==> src/rtl/tbp_pkg.sv <==
package tbp_pkg;
  typedef enum logic [1:0] {
    ST_IDLE  = 2'd0,
    ST_REQ   = 2'd1,
    ST_WAIT  = 2'd2,
    ST_DELAY = 2'd3
  } tbp_state_e;

  localparam int TOGGLE_BIT = 6;
  localparam int ABORT_BIT  = 5;
endpackage

==> src/rtl/tbp_timer.sv <==
module tbp_timer #(
  parameter int W = 8
) (
  input  logic         clk,
  input  logic         rst_n,
  input  logic         load_i,
  input  logic [W-1:0] load_val_i,
  output logic         zero_o
);
  logic [W-1:0] cnt_q, cnt_d;
  logic         cnt_en;

  always_comb begin
    cnt_en = load_i || (cnt_q != '0);
    cnt_d  = load_i ? load_val_i : cnt_q - 1'b1;
  end

  always_ff @(posedge clk or negedge rst_n) begin
    if (!rst_n)      cnt_q <= '0;
    else if (cnt_en) cnt_q <= cnt_d;
  end

  assign zero_o = (cnt_q == '0);

  // a new wait is only loaded once the previous one has run out
  assert_load_when_idle_R4: assert property (@(posedge clk) disable iff (!rst_n)
    load_i |-> (cnt_q == '0));
endmodule

==> src/rtl/tbp_attempts.sv <==
module tbp_attempts #(
  parameter int MAX = 4,
  parameter int W   = 3
) (
  input  logic clk,
  input  logic rst_n,
  input  logic clr_i,
  input  logic inc_i,
  output logic last_o
);
  localparam logic [W-1:0] LAST_VAL = W'(MAX - 1);

  logic [W-1:0] cnt_q, cnt_d;
  logic         cnt_en;

  always_comb begin
    cnt_en = clr_i || inc_i;
    cnt_d  = clr_i ? '0 : cnt_q + 1'b1;
  end

  always_ff @(posedge clk or negedge rst_n) begin
    if (!rst_n)      cnt_q <= '0;
    else if (cnt_en) cnt_q <= cnt_d;
  end

  assign last_o = (cnt_q == LAST_VAL);

  // the failed-attempt count never passes the budget
  assert_try_bound_R5: assert property (@(posedge clk) disable iff (!rst_n)
    cnt_q <= W'(MAX));
  // a start clears the count
  assert_clear_R7: assert property (@(posedge clk) disable iff (!rst_n)
    clr_i |=> (cnt_q == '0));
endmodule

==> src/rtl/toggle_poll.sv <==
module toggle_poll
  import tbp_pkg::*;
#(
  parameter int              ADDR_W     = 24,
  parameter int              DATA_W     = 8,
  parameter logic [ADDR_W-1:0] BASE_ADDR = '0,
  parameter int              CYC_PER_US = 100,
  parameter int              ERASE_US   = 50,
  parameter int              PROG_US    = 25,
  parameter int              MAX_TRIES  = 50000
) (
  input  logic              clk,
  input  logic              rst_n,
  input  logic              start_i,
  input  logic              erase_i,
  output logic              rd_req_o,
  output logic [ADDR_W-1:0] rd_addr_o,
  input  logic [DATA_W-1:0] rd_data_i,
  input  logic              rd_valid_i,
  output logic              done_o,
  output logic              pass_o
);
  localparam int ERASE_CYC = ERASE_US * CYC_PER_US;
  localparam int PROG_CYC  = PROG_US * CYC_PER_US;
  localparam int MAX_CYC   = (ERASE_CYC > PROG_CYC) ? ERASE_CYC : PROG_CYC;
  localparam int TMR_W     = $clog2(MAX_CYC + 1);
  localparam int TRY_W     = $clog2(MAX_TRIES + 1);
  localparam logic [TMR_W-1:0] ERASE_LOAD = TMR_W'(ERASE_CYC - 1);
  localparam logic [TMR_W-1:0] PROG_LOAD  = TMR_W'(PROG_CYC - 1);

  // reset: asserted asynchronously, released on a clock edge
  logic rst_sync1_q, rst_sync_n;
  always_ff @(posedge clk or negedge rst_n) begin
    if (!rst_n) begin
      rst_sync1_q <= 1'b0;
      rst_sync_n  <= 1'b0;
    end else begin
      rst_sync1_q <= 1'b1;
      rst_sync_n  <= rst_sync1_q;
    end
  end

  tbp_state_e state_q, state_d;
  logic [1:0] idx_q, idx_d;
  logic       first6_q, first6_d;
  logic       erase_q, erase_d;
  logic       done_q, done_d;
  logic       pass_q, pass_d;

  logic tmr_load, tmr_zero;
  logic try_clr, try_inc, try_last;
  logic [TMR_W-1:0] tmr_val;

  assign tmr_val = erase_q ? ERASE_LOAD : PROG_LOAD;

  tbp_timer #(.W(TMR_W)) u_timer (
    .clk        (clk),
    .rst_n      (rst_sync_n),
    .load_i     (tmr_load),
    .load_val_i (tmr_val),
    .zero_o     (tmr_zero)
  );

  tbp_attempts #(.MAX(MAX_TRIES), .W(TRY_W)) u_attempts (
    .clk    (clk),
    .rst_n  (rst_sync_n),
    .clr_i  (try_clr),
    .inc_i  (try_inc),
    .last_o (try_last)
  );

  always_comb begin
    state_d  = state_q;
    idx_d    = idx_q;
    first6_d = first6_q;
    erase_d  = erase_q;
    done_d   = 1'b0;
    pass_d   = pass_q;
    tmr_load = 1'b0;
    try_clr  = 1'b0;
    try_inc  = 1'b0;
    unique case (state_q)
      ST_IDLE: begin
        if (start_i) begin
          state_d = ST_REQ;
          idx_d   = 2'd0;
          erase_d = erase_i;
          pass_d  = 1'b0;
          try_clr = 1'b1;
        end
      end
      ST_REQ: state_d = ST_WAIT;
      ST_WAIT: begin
        if (rd_valid_i) begin
          if (!idx_q[0]) begin
            first6_d = rd_data_i[TOGGLE_BIT];
            idx_d    = idx_q + 2'd1;
            state_d  = ST_REQ;
          end else if (rd_data_i[TOGGLE_BIT] == first6_q) begin
            done_d  = 1'b1;
            pass_d  = 1'b1;
            state_d = ST_IDLE;
          end else if ((idx_q == 2'd1) && rd_data_i[ABORT_BIT]) begin
            idx_d   = 2'd2;
            state_d = ST_REQ;
          end else begin
            try_inc = 1'b1;
            if (try_last) begin
              done_d  = 1'b1;
              pass_d  = 1'b0;
              state_d = ST_IDLE;
            end else begin
              tmr_load = 1'b1;
              state_d  = ST_DELAY;
            end
          end
        end
      end
      ST_DELAY: begin
        if (tmr_zero) begin
          idx_d   = 2'd0;
          state_d = ST_REQ;
        end
      end
      default: state_d = ST_IDLE;
    endcase
  end

  always_ff @(posedge clk or negedge rst_sync_n) begin
    if (!rst_sync_n) begin
      state_q  <= ST_IDLE;
      idx_q    <= 2'd0;
      first6_q <= 1'b0;
      erase_q  <= 1'b0;
      done_q   <= 1'b0;
      pass_q   <= 1'b0;
    end else begin
      state_q  <= state_d;
      idx_q    <= idx_d;
      first6_q <= first6_d;
      erase_q  <= erase_d;
      done_q   <= done_d;
      pass_q   <= pass_d;
    end
  end

  assign rd_req_o  = (state_q == ST_REQ);
  assign rd_addr_o = BASE_ADDR;
  assign done_o    = done_q;
  assign pass_o    = pass_q;

  // completion is a single-cycle pulse
  assert_done_pulse_R6: assert property (@(posedge clk) disable iff (!rst_sync_n)
    done_o |=> !done_o);
  // completion follows a returned read by one cycle
  assert_done_after_data_R6: assert property (@(posedge clk) disable iff (!rst_sync_n)
    done_o |-> $past(rd_valid_i));
  // a request lasts one cycle
  assert_req_single_R8: assert property (@(posedge clk) disable iff (!rst_sync_n)
    rd_req_o |=> !rd_req_o);
  // no request while a read is still outstanding
  assert_one_outstanding_R8: assert property (@(posedge clk) disable iff (!rst_sync_n)
    (state_q == ST_WAIT && !rd_valid_i) |=> !rd_req_o);
endmodule

==> config.mk <==
export PLATFORM = sky130hd
export DESIGN_NAME = toggle_poll
export DESIGN_NICKNAME = d
export VERILOG_FILES = /design/src/rtl/tbp_pkg.sv /design/src/rtl/tbp_timer.sv /design/src/rtl/tbp_attempts.sv /design/src/rtl/toggle_poll.sv
export SDC_FILE = /design/constraint.sdc
export NUM_CORES = 1
export LEC_CHECK = 0
export BUFFER_PORTS_ARGS = -buffer_cell sky130_fd_sc_hd__buf_2
export CORE_ASPECT_RATIO = 1.1
export CORE_MARGIN = 5
export CORE_UTILIZATION = 32
export CTS_CLUSTER_DIAMETER = 60
export DETAILED_ROUTE_END_ITERATION = 8
export SLEW_MARGIN = 25
export SYNTH_ARGS = -nofsm -noshare
export SYNTH_HDL_FRONTEND = slang
export SYNTH_HIERARCHICAL = 1
export SYNTH_SLANG_ARGS = --single-unit
export TNS_END_PERCENT = 5
==> constraint.sdc <==
create_clock -name clk -period 1.2 [get_ports clk]
set_input_delay 0.06 -clock clk [delete_from_list [all_inputs] [get_ports clk]]
set_output_delay 0.06 -clock clk [all_outputs]
set_load 0.01 [all_outputs]
==> results of run 1 <==
worst paths after layout:
kind	from	end	slack, ns
max	state_q[0]$_DFFE_PN0P_	u_attempts/cnt_q[15]$_DFFE_PN0P_	-0.57
min in group asynchronous	rst_n	rst_sync1_q$_DFF_PN0_	0.08
max in group asynchronous	rst_sync_n$_DFF_PN0_	u_timer/cnt_q[8]$_DFFE_PN0P_	0.66
max reg2reg	state_q[0]$_DFFE_PN0P_	u_attempts/cnt_q[15]$_DFFE_PN0P_	-0.57
min	erase_i	erase_q$_DFFE_PN0P_	0.02
min reg2reg	rst_sync_n$_DFF_PN0_	u_attempts/cnt_q[9]$_DFFE_PN0P_	0.19
through the flow:
step	power, mW	setup slack (ns)	setup TNS, ns	std cells	area [µm²]
5_1_grt	5.90	-0.673	-18.48	434	3310
6_report	5.44	-0.568	-13.99	434	3310
3_5_place_dp	4.25	-0.680	-17.61	422	3030
2_1_floorplan	3.27	-0.739	-18.53	288	2570
3_3_place_gp	4.19	-0.646	-17.03	422	3030
4_1_cts	5.48	-0.542	-14.60	434	3280
layer usage:
metal	track usage	vias to the layer above	part of all wire
met2	0.216	41	0.53
met5	0	-	0
li1	-	1005	-
met3	0.0282	4	0.039
met4	0.0474	0	0.013
met1	0.143	960	0.42
sequential cells by signal, indices dropped and copies added, names as in the netlist:
| name | flops |
|---|---|
| erase_q | 1 |
| u_timer/cnt_q | 13 |
| done_o | 1 |
| pass_o | 1 |
| u_attempts/cnt_q | 16 |
| first6_q | 1 |
| rst_sync_n | 1 |
| idx_q | 2 |
| rst_sync1_q | 1 |
| state_q | 2 |
worst max-delay path, cell delays in order (launching register included):
cell and delay [ns]:
dfrtp_1 0.39, inv_2 0.07, ha_2 0.18, nand3_2 0.08, nor2_2 0.08, buf_4 0.13
or2_4 0.13, nand3_1 0.10, nor3_2 0.17, mux2_4 0.32
final cells by class:
cell class	count	area, µm²
Clock buffer	8	100
Timing Repair Buffer	83	624
Fill cell	705	4120
Multi-Input combinational cell	203	1450
Sequential cell	39	976
Tap cell	87	109
Inverter	14	52.6
cells in the final DEF (no fill, tap or decap), types with 3 or more instances in the layout:
cell type	synthesis	final
nand3_1	11	7
conb_1	2	33
inv_1	13	11
or3_1	3	3
clkbuf_8	0	7
mux2_2	3	3
a21oi_2	0	3
xor2_1	9	9
nor2_1	19	17
nor2b_1	4	4
nand2b_1	6	4
nand3_2	0	4
ha_1	7	4
buf_4	24	70
nor4_2	2	5
buf_6	1	3
nand4_1	6	6
o21ai_1	4	4
xnor2_1	13	13
nor3_2	1	4
nand2_1	22	21
o21ai_0	10	9
inv_2	1	3
dfrtp_1	39	39
buf_2	2	8
cell families after synthesis:
logic type,Yosys count,synth area share
DFF,39,0.400
and+or+nand+nor,101,0.243
adders and majority gates,7,0.0359
other,2,0.00308
muxes,6,0.0267
buffers and inverters,46,0.112
AOI/OAI and AO/OA,33,0.0938
xor gates and xnor gates,23,0.0856
what timing repair did:
action | CTS | global route
endpoints found under the hold margin | 2 | 0
setup endpoints to repair | 38 | 38
pin swaps | 14 | 5
hold buffers | 1 | 0
gates resized for setup | 32 | 7
buffers inserted | 3 | 0
report_power, final:
group,internal [mW],leakage [nW],switching [mW],total [mW]
registers,1.62,0.513,0.228,1.85
logic,1.38,0.953,1.25,2.63
clock network,0.525,0.0515,0.436,0.960
total,3.53,1.52,1.91,5.44
==> results_tabular.tex, run 1 <==
\begin{tabular}{lr}
\hline
Metric & Value \\
\hline
\multicolumn{2}{l}{\textbf{Floorplanning}} \\
\quad Die span in x & 93.3 µm \\
\quad Core region area & 0.00743 mm² \\
\quad Effective utilization at floorplan & 0.328 \\
\quad Overall die area & 0.00948 mm² \\
\quad Number of placed I/O pins & 40 \\
\quad Std-Cell Rows & 33 \\
\quad Vert. Die Dim & 102 µm \\
\multicolumn{2}{l}{\textbf{Hold path}} \\
\quad WHS Path Cells & 3 \\
\quad Worst min-delay path category & in -> reg \\
\multicolumn{2}{l}{\textbf{Global route}} \\
\quad GRT Resource Usage Total & 0.122 \\
\quad Wire length of the first global-routing pass & 9310 µm \\
\quad Antenna violations before repair & 0 \\
\quad Via count of the first global-routing pass & 2118 \\
\quad Grt ovf & 0 \\
\quad Maximum number of pins on one net before global-route repair & 28 \\
\multicolumn{2}{l}{\textbf{Placement}} \\
\quad Gp weighted congestion & 0.831 \\
\quad Estimated wirelength of the detail-placed design & 4030 µm \\
\quad Port bufs & 9 \\
\multicolumn{2}{l}{\textbf{Setup path}} \\
\quad Worst path required time & 1.37 ns \\
\quad Worst Setup Start Kind & flop \\
\quad Data arrival time at the worst-slack endpoint & 1.93 ns \\
\quad Kind of capture point of the worst setup path & flop \\
\quad Crit path max fanout & 5 \\
\quad Category of the most critical setup path & reg -> reg \\
\quad Reg2reg path depth & 9 \\
\multicolumn{2}{l}{\textbf{Synth}} \\
\quad Asr flop ratio synth & 1.00 \\
\quad Netlist area before placement & 0.00244 mm² \\
\quad Syn Inst Count & 257 \\
\quad Top cells by instance count after synthesis & dfrtp\_1, buf\_4, nand2\_1, nor2\_1 \\
\quad Mean instance size in the synthesized netlist & 9.50 µm² \\
\quad Dominant cell by count in the synthesized netlist & dfrtp\_1 \\
\quad Post-synth cell types & 57 \\
\quad Fraction of post-synthesis cell area in the top cell type by area & 0.400 \\
\quad Commonest register cell after synthesis & dfrtp\_1 \\
\quad Yosys warning count & 6 \\
\quad Post-synth EDFFs & 0 \\
\quad Main area contributors after synthesis & dfrtp\_1, buf\_4, xnor2\_1 \\
\quad Flip-flop and latch count after synthesis & 39 \\
\quad Leading area contributor after synthesis & dfrtp\_1 \\
\quad Portion of the post-synthesis area used by sequential elements & 0.400 \\
\multicolumn{2}{l}{\textbf{STA}} \\
\quad Fin worst setup slack & -0.568 ns \\
\quad Clock Skews & 0.00762 ns \\
\quad Slew Viols, Final & 0 \\
\quad Max Fclk & 0.566 GHz \\
\quad Final Hold Violating Endpoints & 0 \\
\quad Worst slack on hold paths & 0.0194 ns \\
\quad Unrepaired setup endpoints after global routing & yes \\
\quad Finish-stage setup viols & 37 \\
\quad Min Tclk post-route & 1.77 ns \\
\quad Crit share post-route & 1.47 \\
\multicolumn{2}{l}{\textbf{Cells and area}} \\
\quad Util after Layout & 0.446 \\
\quad Ratio of cells with drive above 1 in the final layout & 0.389 \\
\quad Net count of the finished layout & 366 \\
\quad Antenna cell count & 0 \\
\quad Area Overhead vs Synth & 35.7\% \\
\multicolumn{2}{l}{\textbf{Run status}} \\
\quad Failing checks & negative setup slack \\
\quad Result of the run & complete, but fails checks \\
\multicolumn{2}{l}{\textbf{Clock tree}} \\
\quad Number of H-tree branching levels & 2 \\
\quad Clock input transition at the sequential cells of the worst setup and hold paths & 0.08 ns \\
\quad CTS root buffer & clkbuf\_8 \\
\quad CTS tree & yes \\
\quad Number of clock sinks & 39 \\
\quad Clock buffer depth & 2 \\
\quad Insertion delay of the later-clocked pin in the worst-skew pair & 0.28 ns \\
\quad Number of buffers inserted during clock tree synthesis & 5 \\
\multicolumn{2}{l}{\textbf{Detailed routing}} \\
\quad Remaining design rule violation count & 0 \\
\quad Vias per Instance & 4.63 \\
\quad DR vias & 2010 \\
\quad Total Routed Length & 5270 µm \\
\quad Post-DR wirelength/cell & 12.1 µm \\
\quad Iteration count of the initial detailed-routing pass & 4 \\
\quad Post-DRT Antenna Nets & 0 \\
\quad First DRT Iteration DRCs & 47 \\
\multicolumn{2}{l}{\textbf{Run}} \\
\quad Maximum capacitance violations & 0 \\
\multicolumn{2}{l}{\textbf{Power and ir drop}} \\
\quad Power density over cell area & 1640 mW/mm² \\
\quad Cell leakage power & 1.52 nW \\
\quad Maximum vdd drop & 0.893 mV \\
\hline
\end{tabular}
(Power assumes the default switching activity.)
==> run 2, diff against run 1 <==
--- a/config.mk
+++ b/config.mk
@@ -11,6 +11,7 @@
 export CORE_UTILIZATION = 32
 export CTS_CLUSTER_DIAMETER = 60
 export DETAILED_ROUTE_END_ITERATION = 8
+export SKIP_CTS_REPAIR_TIMING = 1
 export SLEW_MARGIN = 25
 export SYNTH_ARGS = -nofsm -noshare
 export SYNTH_HDL_FRONTEND = slang
==> results_tabular.tex, run 2 (synthesis results as in run 1) <==
\begin{tabular}{lr}
\hline
Metric & Value \\
\hline
\multicolumn{2}{l}{\textbf{Run status}} \\
\quad Failing checks & negative setup slack \\
\quad Result of the run & complete, but fails checks \\
\multicolumn{2}{l}{\textbf{Power and ir drop}} \\
\quad Switching part of the total power & 0.350 \\
\quad Cell leakage power & 1.52 nW \\
\quad Net Sw Power & 1.86 mW \\
\quad Internal & 3.45 mW \\
\quad Fraction of power consumed by combinational cells & 0.472 \\
\quad Overall power after layout & 5.31 mW \\
\quad Share of total power in sequential cells & 0.346 \\
\quad Maximum vdd drop & 0.883 mV \\
\quad Power density over cell area & 1650 mW/mm² \\
\quad Clock network fraction of total power & 0.181 \\
\multicolumn{2}{l}{\textbf{Floorplanning}} \\
\quad Die span in x & 93.3 µm \\
\quad Vert. Die Dim & 102 µm \\
\quad Core region area & 0.00743 mm² \\
\quad Effective utilization at floorplan & 0.328 \\
\quad Std-Cell Rows & 33 \\
\quad Overall die area & 0.00948 mm² \\
\quad Number of placed I/O pins & 40 \\
\multicolumn{2}{l}{\textbf{STA}} \\
\quad Unrepaired setup endpoints after global routing & yes \\
\quad Finish-stage setup viols & 38 \\
\quad Max Fclk & 0.568 GHz \\
\quad Worst slack on hold paths & 0.0180 ns \\
\quad Clock Skews & 0.00764 ns \\
\quad Fin worst setup slack & -0.560 ns \\
\quad Final Hold Violating Endpoints & 0 \\
\quad Total negative slack for setup checks & -14.68 ns \\
\quad Crit share post-route & 1.47 \\
\quad Slew Viols, Final & 0 \\
\quad Min Tclk post-route & 1.76 ns \\
\multicolumn{2}{l}{\textbf{Clock tree}} \\
\quad Number of buffers inserted during clock tree synthesis & 5 \\
\quad Clock input transition at the sequential cells of the worst setup and hold paths & 0.08 ns \\
\quad CTS tree & yes \\
\quad Number of H-tree branching levels & 2 \\
\quad Clock buffer depth & 2 \\
\quad Number of clock sinks & 39 \\
\quad Insertion delay of the later-clocked pin in the worst-skew pair & 0.29 ns \\
\quad CTS root buffer & clkbuf\_8 \\
\multicolumn{2}{l}{\textbf{Global route}} \\
\quad Maximum number of pins on one net before global-route repair & 28 \\
\quad Grt ovf & 0 \\
\quad Wire length of the first global-routing pass & 8940 µm \\
\quad GRT Resource Usage Total & 0.117 \\
\quad Via count of the first global-routing pass & 2069 \\
\quad Antenna violations before repair & 0 \\
\multicolumn{2}{l}{\textbf{Detailed routing}} \\
\quad DR vias & 2020 \\
\quad Iteration count of the initial detailed-routing pass & 4 \\
\quad First DRT Iteration DRCs & 67 \\
\quad Remaining design rule violation count & 0 \\
\quad Vias per Instance & 4.67 \\
\quad Post-DRT Antenna Nets & 0 \\
\quad Total Routed Length & 5270 µm \\
\quad Post-DR wirelength/cell & 12.2 µm \\
\multicolumn{2}{l}{\textbf{Cells and area}} \\
\quad Antenna cell count & 0 \\
\quad Largest register FFs & 16 \\
\quad Largest registers in the final layout & u\_attempts/cnt\_q: 16 flops, u\_timer/cnt\_q: 13 flops \\
\quad Ratio of cells with drive above 1 in the final layout & 0.347 \\
\quad Filler instances & 708 \\
\quad Register bank with the most flops & u\_attempts/cnt\_q \\
\quad Util after Layout & 0.434 \\
\quad Most used cells in the layout excluding fill and tap cells & buf\_4, dfrtp\_1, conb\_1, nand2\_1, nor2\_1 \\
\quad Commonest non-fill, non-tap cell in the layout & buf\_4 \\
\quad Net count of the finished layout & 365 \\
\quad Area Overhead vs Synth & 32.2\% \\
\multicolumn{2}{l}{\textbf{Setup path}} \\
\quad Category of the most critical setup path & reg -> reg \\
\quad Cell-by-cell listing of the critical path & inv\_2 -> ha\_2 -> nand3\_2 -> nor2\_2 -> buf\_4 -> or2\_4 -> nand3\_1 -> nor3\_2 -> mux2\_4 \\
\quad Master of the slowest instance on the critical path & dfrtp\_1 \\
\quad Delay of the slowest cell on the worst path & 0.39 ns \\
\quad Crit path max fanout & 5 \\
\quad Worst path required time & 1.37 ns \\
\quad Worst Setup Start Kind & flop \\
\quad Data arrival time at the worst-slack endpoint & 1.93 ns \\
\quad Kind of capture point of the worst setup path & flop \\
\multicolumn{2}{l}{\textbf{Placement}} \\
\quad Gp weighted congestion & 0.831 \\
\quad Port bufs & 9 \\
\quad Estimated wirelength of the detail-placed design & 4030 µm \\
\multicolumn{2}{l}{\textbf{Hold path}} \\
\quad Worst min-delay path category & in -> reg \\
\multicolumn{2}{l}{\textbf{Run}} \\
\quad Maximum capacitance violations & 0 \\
\hline
\end{tabular}
## run 2: cell count changes in the layout (fill, tap and decap cells not counted), moves of 2 or more
cell / previous run / this run
a21oi_2: 3 / 0
nand3_1: 7 / 9
ha_1: 4 / 6
nor3_1: 1 / 3
nor3_2: 4 / 1
buf_6: 3 / 0
buf_4: 70 / 72
nor3b_2: 2 / 0
a21oi_1: 1 / 4
nor3b_1: 0 / 2
nand3_2: 4 / 2
## run 2: worst paths after layout
kind / end / slack [ns] / startpoint / cells after the start
setup / recovery: u_attempts/cnt_q[15]$_DFFE_PN0P_ / -0.56 / state_q[0]$_DFFE_PN0P_ / 9
hold / removal: erase_q$_DFFE_PN0P_ / 0.02 / erase_i / 3
setup reg to reg: u_attempts/cnt_q[15]$_DFFE_PN0P_ / -0.56 / state_q[0]$_DFFE_PN0P_ / 9
hold reg to reg: u_attempts/cnt_q[9]$_DFFE_PN0P_ / 0.19 / rst_sync_n$_DFF_PN0_ / 1
max in group asynchronous: u_timer/cnt_q[8]$_DFFE_PN0P_ / 0.66 / rst_sync_n$_DFF_PN0_ / 1
min in group asynchronous: rst_sync1_q$_DFF_PN0_ / 0.08 / rst_n / 2
## run 2: layout make-up
cell class	instances	area, µm²	share of cell area
timing repair buffer	82	596	0.185
tap	87	109	0.0337
multi-input combinational	203	1390	0.432
clock buffer	8	100	0.0310
sequential	39	976	0.302
inverter	14	52.6	0.0163
## run 2: critical path: cells and delay by family (launching register included)
family	cells	cell delay (ns)
adder cells (fa/ha/maj)	1	0.18
buffers and inverters	2	0.20
flip-flops	1	0.39
multiplexers	1	0.32
AND/OR/NAND/NOR	5	0.56
## run 2: through the flow
step	setup slack, ns	cells	instance area, µm²
floorplan	-0.739	288	2570
global placement	-0.646	422	3030
detailed placement	-0.680	422	3030
CTS	-0.711	430	3130
global route	-0.669	433	3230
finish	-0.560	433	3230
## run 2: routing by layer
metal | share of wire | track usage | vias up | wire (µm)
li1 | - | - | 1004 | -
met1 | 0.42 | 0.138 | 960 | 2210
met2 | 0.52 | 0.205 | 52 | 2750
met3 | 0.045 | 0.0267 | 4 | 239
met4 | 0.013 | 0.0474 | 0 | 67
met5 | 0 | 0 | - | 0
## run 2: power groups by stage
stage | registers (mW) | clock network [mW] | logic (mW)
6_report | 1.84 | 0.963 | 2.51
5_1_grt | 1.88 | 1.07 | 2.80
4_1_cts | 1.83 | 1.01 | 2.41
3_5_place_dp | 1.85 | 0 | 2.40
3_3_place_gp | 1.85 | 0 | 2.34
2_1_floorplan | 1.94 | 0 | 1.33
